<file path="config.mk">
export PLATFORM = sky130hd
export DESIGN_NAME = rx_char_queue
export DESIGN_NICKNAME = d
export VERILOG_FILES = /design/src/rtl/rxq_pkg.sv /design/src/rtl/rxq_store.sv /design/src/rtl/rxq_ctrl.sv /design/src/rtl/rxq_report.sv /design/src/rtl/rx_char_queue.sv
export SDC_FILE = /design/constraint.sdc
export NUM_CORES = 1
export LEC_CHECK = 0
export BUFFER_PORTS_ARGS = -buffer_cell sky130_fd_sc_hd__buf_4
export CORE_ASPECT_RATIO = 0.6
export CORE_MARGIN = 10
export CORE_UTILIZATION = 50
export CTS_BUF_LIST = sky130_fd_sc_hd__clkbuf_8
export DETAILED_ROUTE_END_ITERATION = 6
export PLACE_DENSITY = 0.65
export REMOVE_ABC_BUFFERS = 1
export SYNTH_ARGS = -nofsm -noshare
export SYNTH_HDL_FRONTEND = slang
export SYNTH_SLANG_ARGS = --single-unit
export TNS_END_PERCENT = 20
</file>
<file path="constraint.sdc">
create_clock -name clk -period 5.03 [get_ports clk]
set_clock_uncertainty 0.2 [all_clocks]
set_input_delay 0.7545 -clock clk [delete_from_list [all_inputs] [get_ports clk]]
set_output_delay 0.7545 -clock clk [all_outputs]
set_load 0.01 [all_outputs]
</file>
<file path="src/rtl/rxq_pkg.sv">
package rxq_pkg;
  localparam int DATA_W  = 8;
  localparam int STAT_W  = 4;
  localparam int ENTRY_W = DATA_W + STAT_W;
  localparam int BRK_BIT = 10;
  localparam int RX_TRIG = 1;

  typedef struct packed {
    logic [STAT_W-1:0] stat;
    logic [DATA_W-1:0] data;
  } rx_entry_t;

  localparam logic [STAT_W-1:0] BRK_STAT = STAT_W'(1 << (BRK_BIT - DATA_W));
  localparam rx_entry_t BRK_ENTRY = '{stat: BRK_STAT, data: '0};
endpackage

</file>
<file path="src/rtl/rxq_store.sv">
module rxq_store
  import rxq_pkg::*;
#(
  parameter int DEPTH = 8,
  parameter int PTR_W = 3
) (
  input  logic             clk,
  input  logic             rst_n,
  input  logic             we_i,
  input  logic [PTR_W-1:0] wslot_i,
  input  rx_entry_t        wdata_i,
  input  logic [PTR_W-1:0] rslot_i,
  output rx_entry_t        rdata_o
);

  rx_entry_t slot_q [DEPTH];

  for (genvar g = 0; g < DEPTH; g++) begin : g_slot
    logic slot_we;
    assign slot_we = we_i && (wslot_i == PTR_W'(g));

    always_ff @(posedge clk or negedge rst_n) begin
      if (!rst_n) begin
        slot_q[g] <= '0;
      end else if (slot_we) begin
        slot_q[g] <= wdata_i;
      end
    end
  end

  assign rdata_o = slot_q[rslot_i];

endmodule

</file>
<file path="src/rtl/rxq_ctrl.sv">
module rxq_ctrl #(
  parameter int DEPTH = 8,
  parameter int PTR_W = 3,
  parameter int CNT_W = 4
) (
  input  logic             clk,
  input  logic             rst_n,
  input  logic             mode_i,
  input  logic             push_req_i,
  input  logic             pop_req_i,
  output logic             flush_o,
  output logic             push_ok_o,
  output logic             pop_ok_o,
  output logic             pop_empty_o,
  output logic [PTR_W-1:0] wslot_o,
  output logic [PTR_W-1:0] rslot_o,
  output logic [CNT_W-1:0] cnt_o,
  output logic [CNT_W-1:0] cnt_nxt_o,
  output logic             empty_o,
  output logic             full_o,
  output logic [CNT_W-1:0] space_o
);

  logic             mode_q;
  logic [CNT_W-1:0] cnt_q, cnt_d, eff;
  logic [PTR_W-1:0] rptr_q, rptr_d, mask;
  logic             st_en;

  // next-state
  always_comb begin
    flush_o     = mode_i ^ mode_q;
    eff         = mode_q ? CNT_W'(DEPTH) : CNT_W'(1);
    mask        = mode_q ? PTR_W'(DEPTH - 1) : '0;
    push_ok_o   = ~flush_o & push_req_i & (cnt_q != eff);
    pop_ok_o    = ~flush_o & pop_req_i & (cnt_q != '0);
    pop_empty_o = ~flush_o & pop_req_i & (cnt_q == '0);
    wslot_o     = (rptr_q + cnt_q[PTR_W-1:0]) & mask;

    cnt_d  = cnt_q;
    rptr_d = rptr_q;
    if (flush_o) begin
      cnt_d  = '0;
      rptr_d = '0;
    end else begin
      case ({push_ok_o, pop_ok_o})
        2'b10:   cnt_d = cnt_q + CNT_W'(1);
        2'b01:   cnt_d = cnt_q - CNT_W'(1);
        default: cnt_d = cnt_q;
      endcase
      if (pop_ok_o) rptr_d = (rptr_q + PTR_W'(1)) & mask;
    end
    st_en = flush_o | push_ok_o | pop_ok_o;
  end

  // registers
  always_ff @(posedge clk or negedge rst_n) begin
    if (!rst_n) begin
      mode_q <= 1'b0;
      cnt_q  <= '0;
      rptr_q <= '0;
    end else begin
      mode_q <= mode_i;
      if (st_en) begin
        cnt_q  <= cnt_d;
        rptr_q <= rptr_d;
      end
    end
  end

  assign rslot_o   = rptr_q;
  assign cnt_o     = cnt_q;
  assign cnt_nxt_o = cnt_d;
  assign empty_o   = (cnt_q == '0);
  assign full_o    = (cnt_q == eff);
  assign space_o   = eff - cnt_q;


  cnt_bound_chk: assert property (@(posedge clk) disable iff (!rst_n)
    cnt_q <= eff);


  flush_empty_chk: assert property (@(posedge clk) disable iff (!rst_n)
    (mode_i != mode_q) |=> (empty_o && rptr_q == '0));


  drop_full_chk: assert property (@(posedge clk) disable iff (!rst_n)
    (full_o && push_req_i && !pop_req_i && mode_i == mode_q)
      |=> ($stable(cnt_q) && full_o));


  empty_pop_chk: assert property (@(posedge clk) disable iff (!rst_n)
    (empty_o && pop_req_i && !push_req_i && mode_i == mode_q)
      |=> ($stable(rptr_q) && empty_o));


  push_pop_level_chk: assert property (@(posedge clk) disable iff (!rst_n)
    (!empty_o && !full_o && push_req_i && pop_req_i && mode_i == mode_q)
      |=> $stable(cnt_q));

endmodule

</file>
<file path="src/rtl/rxq_report.sv">
module rxq_report
  import rxq_pkg::*;
#(
  parameter int CNT_W = 4
) (
  input  logic              clk,
  input  logic              rst_n,
  input  logic              cap_i,
  input  logic [STAT_W-1:0] head_stat_i,
  input  logic              clr_i,
  input  logic              push_ok_i,
  input  logic              pop_ok_i,
  input  logic              pop_empty_i,
  input  logic [CNT_W-1:0]  cnt_i,
  input  logic [CNT_W-1:0]  cnt_nxt_i,
  output logic [STAT_W-1:0] stat_o,
  output logic              irq_o
);

  localparam logic [CNT_W-1:0] TRIG_LVL = CNT_W'(RX_TRIG);
  localparam logic [CNT_W-1:0] TRIG_LO  = CNT_W'(RX_TRIG - 1);

  logic [STAT_W-1:0] stat_q, stat_d;
  logic              stat_en;
  logic              irq_q, irq_d, irq_set, irq_clr;

  // next-state
  always_comb begin
    stat_en = cap_i | clr_i;
    stat_d  = cap_i ? head_stat_i : '0;
    irq_set = push_ok_i & ~pop_ok_i & (cnt_nxt_i == TRIG_LVL);
    irq_clr = (pop_ok_i | pop_empty_i) & ~push_ok_i & (cnt_nxt_i == TRIG_LO);
    irq_d   = irq_set ? 1'b1 : (irq_clr ? 1'b0 : irq_q);
  end

  // registers
  always_ff @(posedge clk or negedge rst_n) begin
    if (!rst_n) begin
      stat_q <= '0;
      irq_q  <= 1'b0;
    end else begin
      if (stat_en) stat_q <= stat_d;
      irq_q <= irq_d;
    end
  end

  assign stat_o = stat_q;
  assign irq_o  = irq_q;


  stat_clear_chk: assert property (@(posedge clk) disable iff (!rst_n)
    (clr_i && !cap_i) |=> (stat_o == '0));


  stat_hold_chk: assert property (@(posedge clk) disable iff (!rst_n)
    (!clr_i && !cap_i) |=> $stable(stat_o));


  irq_rise_chk: assert property (@(posedge clk) disable iff (!rst_n)
    $rose(irq_o) |-> (cnt_i == TRIG_LVL));


  irq_fall_chk: assert property (@(posedge clk) disable iff (!rst_n)
    $fell(irq_o) |-> (cnt_i == TRIG_LO));

endmodule

</file>
<file path="src/rtl/rx_char_queue.sv">
module rx_char_queue
  import rxq_pkg::*;
#(
  parameter  int DEPTH = 8,
  localparam int PTR_W = (DEPTH > 1) ? $clog2(DEPTH) : 1,
  localparam int CNT_W = $clog2(DEPTH + 1)
) (
  input  logic               clk,
  input  logic               rst_n,
  input  logic               fifo_en_i,
  input  logic               push_i,
  input  logic [ENTRY_W-1:0] push_entry_i,
  input  logic               brk_i,
  input  logic               pop_i,
  input  logic               stat_clr_i,
  output logic [ENTRY_W-1:0] pop_entry_o,
  output logic               empty_o,
  output logic               full_o,
  output logic [CNT_W-1:0]   space_o,
  output logic [STAT_W-1:0]  stat_o,
  output logic               rx_irq_o
);

  // reset: asynchronous assert, synchronous release
  logic [1:0] rst_pipe_q;
  logic       rst_n_s;

  always_ff @(posedge clk or negedge rst_n) begin
    if (!rst_n) rst_pipe_q <= '0;
    else        rst_pipe_q <= {rst_pipe_q[0], 1'b1};
  end
  assign rst_n_s = rst_pipe_q[1];

  logic             flush, push_ok, pop_ok, pop_empty;
  logic [PTR_W-1:0] wslot, rslot;
  logic [CNT_W-1:0] cnt, cnt_nxt;
  rx_entry_t        wr_entry, head;

  // break marker takes priority over pushed data
  assign wr_entry = brk_i ? BRK_ENTRY : rx_entry_t'(push_entry_i);

  rxq_ctrl #(.DEPTH(DEPTH), .PTR_W(PTR_W), .CNT_W(CNT_W)) u_ctrl (
    .clk         (clk),
    .rst_n       (rst_n_s),
    .mode_i      (fifo_en_i),
    .push_req_i  (push_i | brk_i),
    .pop_req_i   (pop_i),
    .flush_o     (flush),
    .push_ok_o   (push_ok),
    .pop_ok_o    (pop_ok),
    .pop_empty_o (pop_empty),
    .wslot_o     (wslot),
    .rslot_o     (rslot),
    .cnt_o       (cnt),
    .cnt_nxt_o   (cnt_nxt),
    .empty_o     (empty_o),
    .full_o      (full_o),
    .space_o     (space_o)
  );

  rxq_store #(.DEPTH(DEPTH), .PTR_W(PTR_W)) u_store (
    .clk     (clk),
    .rst_n   (rst_n_s),
    .we_i    (push_ok),
    .wslot_i (wslot),
    .wdata_i (wr_entry),
    .rslot_i (rslot),
    .rdata_o (head)
  );

  rxq_report #(.CNT_W(CNT_W)) u_report (
    .clk         (clk),
    .rst_n       (rst_n_s),
    .cap_i       (pop_ok | pop_empty),
    .head_stat_i (head.stat),
    .clr_i       (stat_clr_i),
    .push_ok_i   (push_ok),
    .pop_ok_i    (pop_ok),
    .pop_empty_i (pop_empty),
    .cnt_i       (cnt),
    .cnt_nxt_i   (cnt_nxt),
    .stat_o      (stat_o),
    .irq_o       (rx_irq_o)
  );

  assign pop_entry_o = head;


  flags_excl_chk: assert property (@(posedge clk) disable iff (!rst_n_s)
    !(empty_o && full_o));


  flush_irq_hold_chk: assert property (@(posedge clk) disable iff (!rst_n_s)
    flush |=> $stable(rx_irq_o));

endmodule

</file>
==> impl_results.md, run 1 <==
* Synth warnings at 0
* Starting Density at 0.517
* Post-route cell area at a little over 6000 sq um
* Slew margin rel. at 0.393
* DRC at 0
* Vias in the first global route at approximately 3400
* CP Cell Sequence: ha_1 -> or3b_1 -> o221ai_2 -> ha_1 -> xor2_1 -> ha_1 -> nor2_1 -> a21oi_1 -> or3_1 -> o41ai_1 -> o41ai_1
* Status: complete, no violations
* CTS root buf: clkbuf_8
* Antenna-violating nets left at 0
* Post-placement worst setup slack at roughly 1200 ps
* Overflow after GRT at 0
* Final setup vio count at 0
* Total number of vias at approximately 3200
* Clk pin slew, worst setup/hold paths at 110 ps
* Post-detail-place hpwl at 7.70 mm
* Avg Synthesized Cell Area at between 10 and 15 sq um
* Setup crit start kind: flop
* Crit path capture type: flop
* Max Fanout on Critical Path at 14
* Cell Area, Placed at around 5900 sq um
* RSZ-0062 raised after global routing: no
* Post-CTS Resized at 0
* Fillers at 903
* Post-synth EDFFs at 0
* Share of layout cells above drive strength 1 at 0.493
* CORE AREA at 10700 sq um
* Crit Path Category: flop to flop
* Synth Flop Type: dfrtp_1
* Synth unique cells at between 40 and 50
* Detailed-route wire length per cell at 20.5 microns
* Num CTS Buffers at 9
* Slew Limit Fails at 0
* CP required at a little over 5000 ps
* GR Util All Layers at 0.150
* Cells after Synth at 380
* CTS tree: built
* Worst skew pair latency at approximately 370 ps
* Hold buffers post-CTS at 1
* Pre-antenna DRT Iters at 4
* Bufs on Longest Clock Path at 2
* Register area share after synthesis at 0.503
* Inserted Diodes at 0
* Final period util at 0.750
* Final hold violation count at 0
* Largest net degree at the start of global routing at between 70 and 80
* Drt via density at 5.74
* Worst hold path type: flop to flop
* H-tree depth reported by CTS at 3
* I/O pins at 42
* Register bit total from synthesis at 111
* Worst Max-Slew Pin Slew at roughly 910 ps
* PD cells at 309 nW/um^2
* P&R area growth vs syn at 11.1%
* VDD IR-drop max at approximately 140 uV
* Post-Syn Area at around 5500 sq um
* Setup ws final at 1260 ps
* Die area at roughly 16000 sq um
* Fmax at around 0.27 GHz
* Most frequent CP cell: ha_1
* Worst path slowest cell: dfrtp_1
* Routability cong. at between 0.7 and 0.8
* Die Y at about 100 microns
* Site row count at 29
* Total detailed-routing wirelength at about 11 mm
* Max-cap violation count at 0
* CP Data Arrival Time at approximately 3800 ps
* I/O Buffers at between 40 and 50
* Max incr delay on CP at approximately 570 ps
* Fin crit period at between 3000 and 4000 ps
* Clock Sinks at 111
* First-pass GRT wire length at 18.4 mm
* Setup Total Neg Slack at 0 ps
* Initial antenna violation count at 0
* Async SR Flop Fraction at 1.00
* Iter 0 DRT Violations at 194
* Cell leakage power at between 0.002 and 0.003 uW
* Final #Nets at 443
* Post-CTS setup buffers at 0
* DIE WIDTH at approximately 160 microns
==> layout by cell type, fill, tap and decap left out, drive strengths merged, types with 4 or more instances in the layout <==
cell,synthesis,layout
buf,15,48
ha,8,8
mux4,24,24
xnor2,9,9
clkinv,0,4
inv,6,8
nor2,9,9
xor2,4,4
clkbuf,10,9
dfrtp,111,111
nor3,4,4
nor2b,19,19
nand3,6,6
a21oi,5,5
o21ai,5,5
mux2,112,112
==> where the power goes <==
part / total (uW) / leakage, uW / switching [uW] / internal, uW
registers: 1020 / 0.00152 / 52.6 / 969
logic: 345 / 0.00130 / 149 / 197
clock network: 527 / 0.000105 / 295 / 232
==> layer usage <==
layer | up-vias | global-route usage | part of all wire
met5 | - | 0 | 0
met4 | 0 | 0.0394 | 0.0087
met3 | 10 | 0.0415 | 0.043
met2 | 67 | 0.240 | 0.48
met1 | 1662 | 0.199 | 0.47
li1 | 1467 | - | -
==> synth_stat cells (2+ instances only) <==
| cell type | count | area [sq um] |
|---|---|---|
| a21oi_1 | 5 | 25.0 |
| buf_2 | 9 | 45.0 |
| buf_4 | 3 | 22.5 |
| buf_6 | 2 | 22.5 |
| clkbuf_1 | 10 | 37.5 |
| dfrtp_1 | 111 | 2780 |
| ha_1 | 8 | 100 |
| inv_1 | 5 | 18.8 |
| mux2_2 | 102 | 1150 |
| mux2_4 | 10 | 150 |
| mux2i_1 | 2 | 20.0 |
| mux4_2 | 24 | 541 |
| nand2_1 | 3 | 11.3 |
| nand2b_1 | 2 | 12.5 |
| nand3_1 | 6 | 30.0 |
| nand4_1 | 2 | 12.5 |
| nor2_1 | 9 | 33.8 |
| nor2b_1 | 19 | 119 |
| nor3_1 | 4 | 20.0 |
| o21ai_0 | 5 | 25.0 |
| o41ai_1 | 2 | 17.5 |
| xnor2_1 | 9 | 78.8 |
| xor2_1 | 4 | 35.0 |
==> critical path, delay by kind of cell (launching register included) <==
kind                     cells  cell delay [ps]
AO/OA/AOI/OAI                4              840
adder cells (fa/ha/maj)      3             1060
flip-flops                   1              570
XOR/XNOR                     1              180
AND/OR/NAND/NOR              3              810
==> flip-flops by register name, indices dropped and copies added (netlist names) <==
signal / cells
u_ctrl.rslot_o: 3
u_store.slot_q: 96
u_report.irq_o: 1
u_report.stat_o: 4
u_ctrl.mode_q: 1
u_ctrl.cnt_o: 4
rst_pipe_q: 2
==> logic make-up after synthesis <==
kind of cell	after synthesis	synth area share
DFF	111	0.503
other	1	0.000680
adders and majority gates	9	0.0218
and+or+nand+nor	57	0.0630
buffers and inverters	31	0.0279
xor gates and xnor gates	13	0.0206
AOI/OAI and AO/OA	20	0.0256
muxes	138	0.337
==> path summary, 6_finish.rpt <==
path	startpoint	endpoint	slack, ps	cells past startpoint
setup reg to reg	u_ctrl.mode_q	u_report.irq_o	1260	11
max in group asynchronous	rst_pipe_q[1]	u_store.slot_q[41]	3340	1
hold reg to reg	rst_pipe_q[0]	rst_pipe_q[1]	160	0
min in group asynchronous	rst_pipe_q[1]	u_report.stat_o[1]	240	0
hold / removal	rst_pipe_q[0]	rst_pipe_q[1]	160	0
setup / recovery	u_ctrl.mode_q	u_report.irq_o	1260	11
==> stage by stage <==
stage / cells / hold slack, ps / utilization / total power [uW]
4_1_cts: 559 / 166 / 0.575 / 1920
3_5_place_dp: 542 / 140 / 0.555 / 1390
2_1_floorplan: 355 / 131 / - / 1250
3_3_place_gp: 542 / 136 / 0.555 / 1380
6_report: 559 / 163 / 0.575 / 1890
5_1_grt: 559 / 182 / 0.575 / 1990
==> cell type report <==
class / instances / area [sq um] / area share
Clock inverter: 7 / 73.8 / 0.0120
Tap cell: 139 / 174 / 0.0284
Sequential cell: 111 / 2780 / 0.454
Multi-Input combinational cell: 238 / 2590 / 0.422
Clock buffer: 9 / 124 / 0.0202
Timing Repair Buffer: 49 / 370 / 0.0604
Inverter: 6 / 22.5 / 0.00367
Note: power is estimated with default switching activity, not from simulation.
==> inputs of run 2 (changes only) <==
==> constraint.sdc (replaced) <==
create_clock -name clk -period 3.5 [get_ports clk]
set_clock_uncertainty 0.2 [all_clocks]
set_input_delay 0.525 -clock clk [delete_from_list [all_inputs] [get_ports clk]]
set_output_delay 0.525 -clock clk [all_outputs]
set_load 0.01 [all_outputs]
==> run 2 against run 1 <==
Clock power rose by 44%. Combinational power rose by 60%. Clock-buffer cell count is the same. Critical path type unchanged. Highest routed layer unchanged.
==> impl_results.md, run 2 (synthesis results as in run 1) <==
* Setup Total Neg Slack at 0 ps (unchanged)
* Gate power share at 0.200 (+0.018)
* Die Y at 101 microns (unchanged)
* Crit Path Category: flop to flop
* CORE AREA at 10700 sq um (unchanged)
* P&R area growth vs syn at 14.2%
* Pre-antenna DRT Iters at 5 (+1)
* Antenna-violating nets left at 0 (unchanged)
* Bufs and invs on worst path at 0 (unchanged)
* Slew margin rel. at 0.571 (+0.177)
* Inserted Diodes at 0 (unchanged)
* CP Data Arrival Time at 3350 ps (-460 ps)
* Hold path depth at 1 (+1)
* Commonest non-fill, non-tap cell in the layout: dfrtp_1
* Final period util at 0.940 (+0.190)
* Post-detail-place hpwl at 8.02 mm (+4.0%)
* H-tree depth reported by CTS at 3 (unchanged)
* Detailed-route wire length per cell at 21.0 microns (+2.9%)
* Clock network fraction of total power at 0.275 (-0.003)
* Initial antenna violation count at 1 (+1)
* PD cells at 438 nW/um^2 (+42%)
* Setup crit start kind: flop
* Post-layout util at 0.591 (+0.0157)
* Status: complete, no violations
* Setup ws final at 211 ps (-1050 ps)
* First-pass GRT wire length at 19.5 mm (+6.3%)
* Overflow after GRT at 0 (unchanged)
* Worst hold path type: input pin to flop
* CP delay by family, top: adder cells
* Hold Path Origin: fifo_en_i
* Max Fanout on Critical Path at 5 (-9)
* Leading cell types in the layout, fill and taps excluded: 110 x dfrtp_1, 102 x mux2_2, 62 x buf_4, 24 x mux4_2, 19 x nor2b_1
* Worst skew pair latency at 390 ps (+20 ps)
* Vias in the first global route at 3526 (+4.7%)
* P_sw at 779 uW (+57%)
* R2r setup slk at 210 ps (-1050 ps)
* Post-placement worst setup slack at 176 ps (-1030 ps)
* CP Cell Sequence: ha_1 -> or3b_1 -> o221ai_4 -> ha_2 -> xor2_1 -> ha_1 -> nor2_1 -> a21oi_1 -> or3_1 -> o41ai_2 -> o41ai_1
* Slew Limit Fails at 0 (unchanged)
* Share of layout cells above drive strength 1 at 0.518 (+0.0255)
* Bufs on Longest Clock Path at 2 (unchanged)
* CP required at 3560 ps (-1510 ps)
* DIE WIDTH at 156 microns (unchanged)
* Crit path capture type: flop
* Die area at 15800 sq um (unchanged)
* Max-cap violation count at 0 (unchanged)
* Total detailed-routing wirelength at 12.1 mm (+5.8%)
* Largest register FFs at 96 (unchanged)
* Reg2Reg Capture Point: u_report.irq_o
* Hold Path Sink: u_ctrl.mode_q
* Largest net degree at the start of global routing at 110 (+55%)
* DRC at 0 (unchanged)
* Max incr delay on CP at 410 ps (-160 ps)
* Site row count at 29 (unchanged)
* Drt via density at 5.75 (+0.28%)
* VDD IR-drop max at 219 uV (+52%)
* Total number of vias at 3307 (+3.2%)
* Top reg by flops: u_store.slot_q
* Worst path slowest cell: or3b_1
* Fmax at 0.304 GHz (+15%)
* Worst Max-Slew Pin Slew at 642 ps (-265 ps)
* Tot Pwr at 2760 uW (+46%)
* WHS at 111 ps (-52.2 ps)
* Worst Reg-to-Reg Cells at 11 (unchanged)
* Num CTS Buffers at 9 (unchanged)
* I/O Buffers at 41 (unchanged)
* GR Util All Layers at 0.158 (+0.00825)
* Final hold violation count at 0 (unchanged)
* CTS tree: built
* Final #Nets at 459 (+3.6%)
* I/O pins at 42 (unchanged)
* Cell leakage power at 0.00300 uW (+2.8%)
* RSZ-0062 raised after global routing: no
* Clock Sinks at 111 (unchanged)
* Iter 0 DRT Violations at 200 (+3.1%)
* Sw frac at 0.282 (+0.0204)
* Sequential share of power at 0.526 (-0.013)
* Crit. Startpoint: u_ctrl.cnt_o[0]
* Final setup vio count at 0 (unchanged)
* Worst reg2reg path startpoint: u_ctrl.cnt_o[0]
* Routability cong. at 0.852 (+9.2%)
* Most frequent CP cell: ha_1
* Fin crit period at 3290 ps (-482 ps)
* CTS root buf: clkbuf_8
* Int Power at 1980 uW (+42%)
* Clk pin slew, worst setup/hold paths at 110 ps (about the same)
* Starting Density at 0.517 (unchanged)
## run 2: cell types whose count changed in the layout (fill, tap and decap cells not counted), moves of 2 or more
cell / previous run / this run
clkinv_4: 3 / 1
clkinv_8: 0 / 2
buf_4: 48 / 62
buf_12: 0 / 2
## run 2: cell type report
class	instances	area (sq um)
clock buffer	9	124
tap	139	174
timing repair buffer	65	515
fill	852	4370
multi-input combinational	238	2610
sequential	111	2780
inverter	6	22.5
clock inverter	7	75.1
## run 2: metal layers
layer / GRT usage / wire, microns / part of all wire / up-vias
met5: 0 / 0 / 0 / -
met4: 0.0308 / 70 / 0.0058 / 0
met3: 0.0487 / 752 / 0.062 / 6
met2: 0.240 / 5540 / 0.46 / 82
met1: 0.221 / 5730 / 0.47 / 1730
li1: - / - / - / 1489
## run 2: how the worst max path moves through the flow
| stage | endpoint | cells after the start |
|---|---|---|
| after CTS | u_report.irq_o | 11 |
| after global routing | u_report.irq_o | 11 |
| after floorplan | u_store.slot_q[32] | 7 |
| final | u_report.irq_o | 11 |
| after detailed placement | u_report.irq_o | 11 |
| after global placement | u_report.irq_o | 11 |
## run 2: repair_timing
action                                  CTS  global route
hold endpoints to repair                  2             0
buffers inserted                          0             2
gates resized for setup                   0             3
endpoints found under the setup margin    0             1
hold buffers                              1             0
## run 2: per-stage QoR
| stage | std cells | area (sq um) |
|---|---|---|
| 6_report | 575 | 6300 |
| 3_5_place_dp | 556 | 6050 |
| 4_1_cts | 573 | 6260 |
| 2_1_floorplan | 355 | 5390 |
| 5_1_grt | 575 | 6300 |
| 3_3_place_gp | 556 | 6050 |
## run 2: power groups by stage
| stage | Clock [uW] | Sequential (uW) | Combinational [uW] |
|---|---|---|---|
| floorplan | 0 | 1490 | 307 |
| global placement | 0 | 1470 | 537 |
| detailed placement | 0 | 1470 | 547 |
| CTS | 784 | 1450 | 549 |
| global route | 840 | 1460 | 605 |
| finish | 757 | 1450 | 551 |
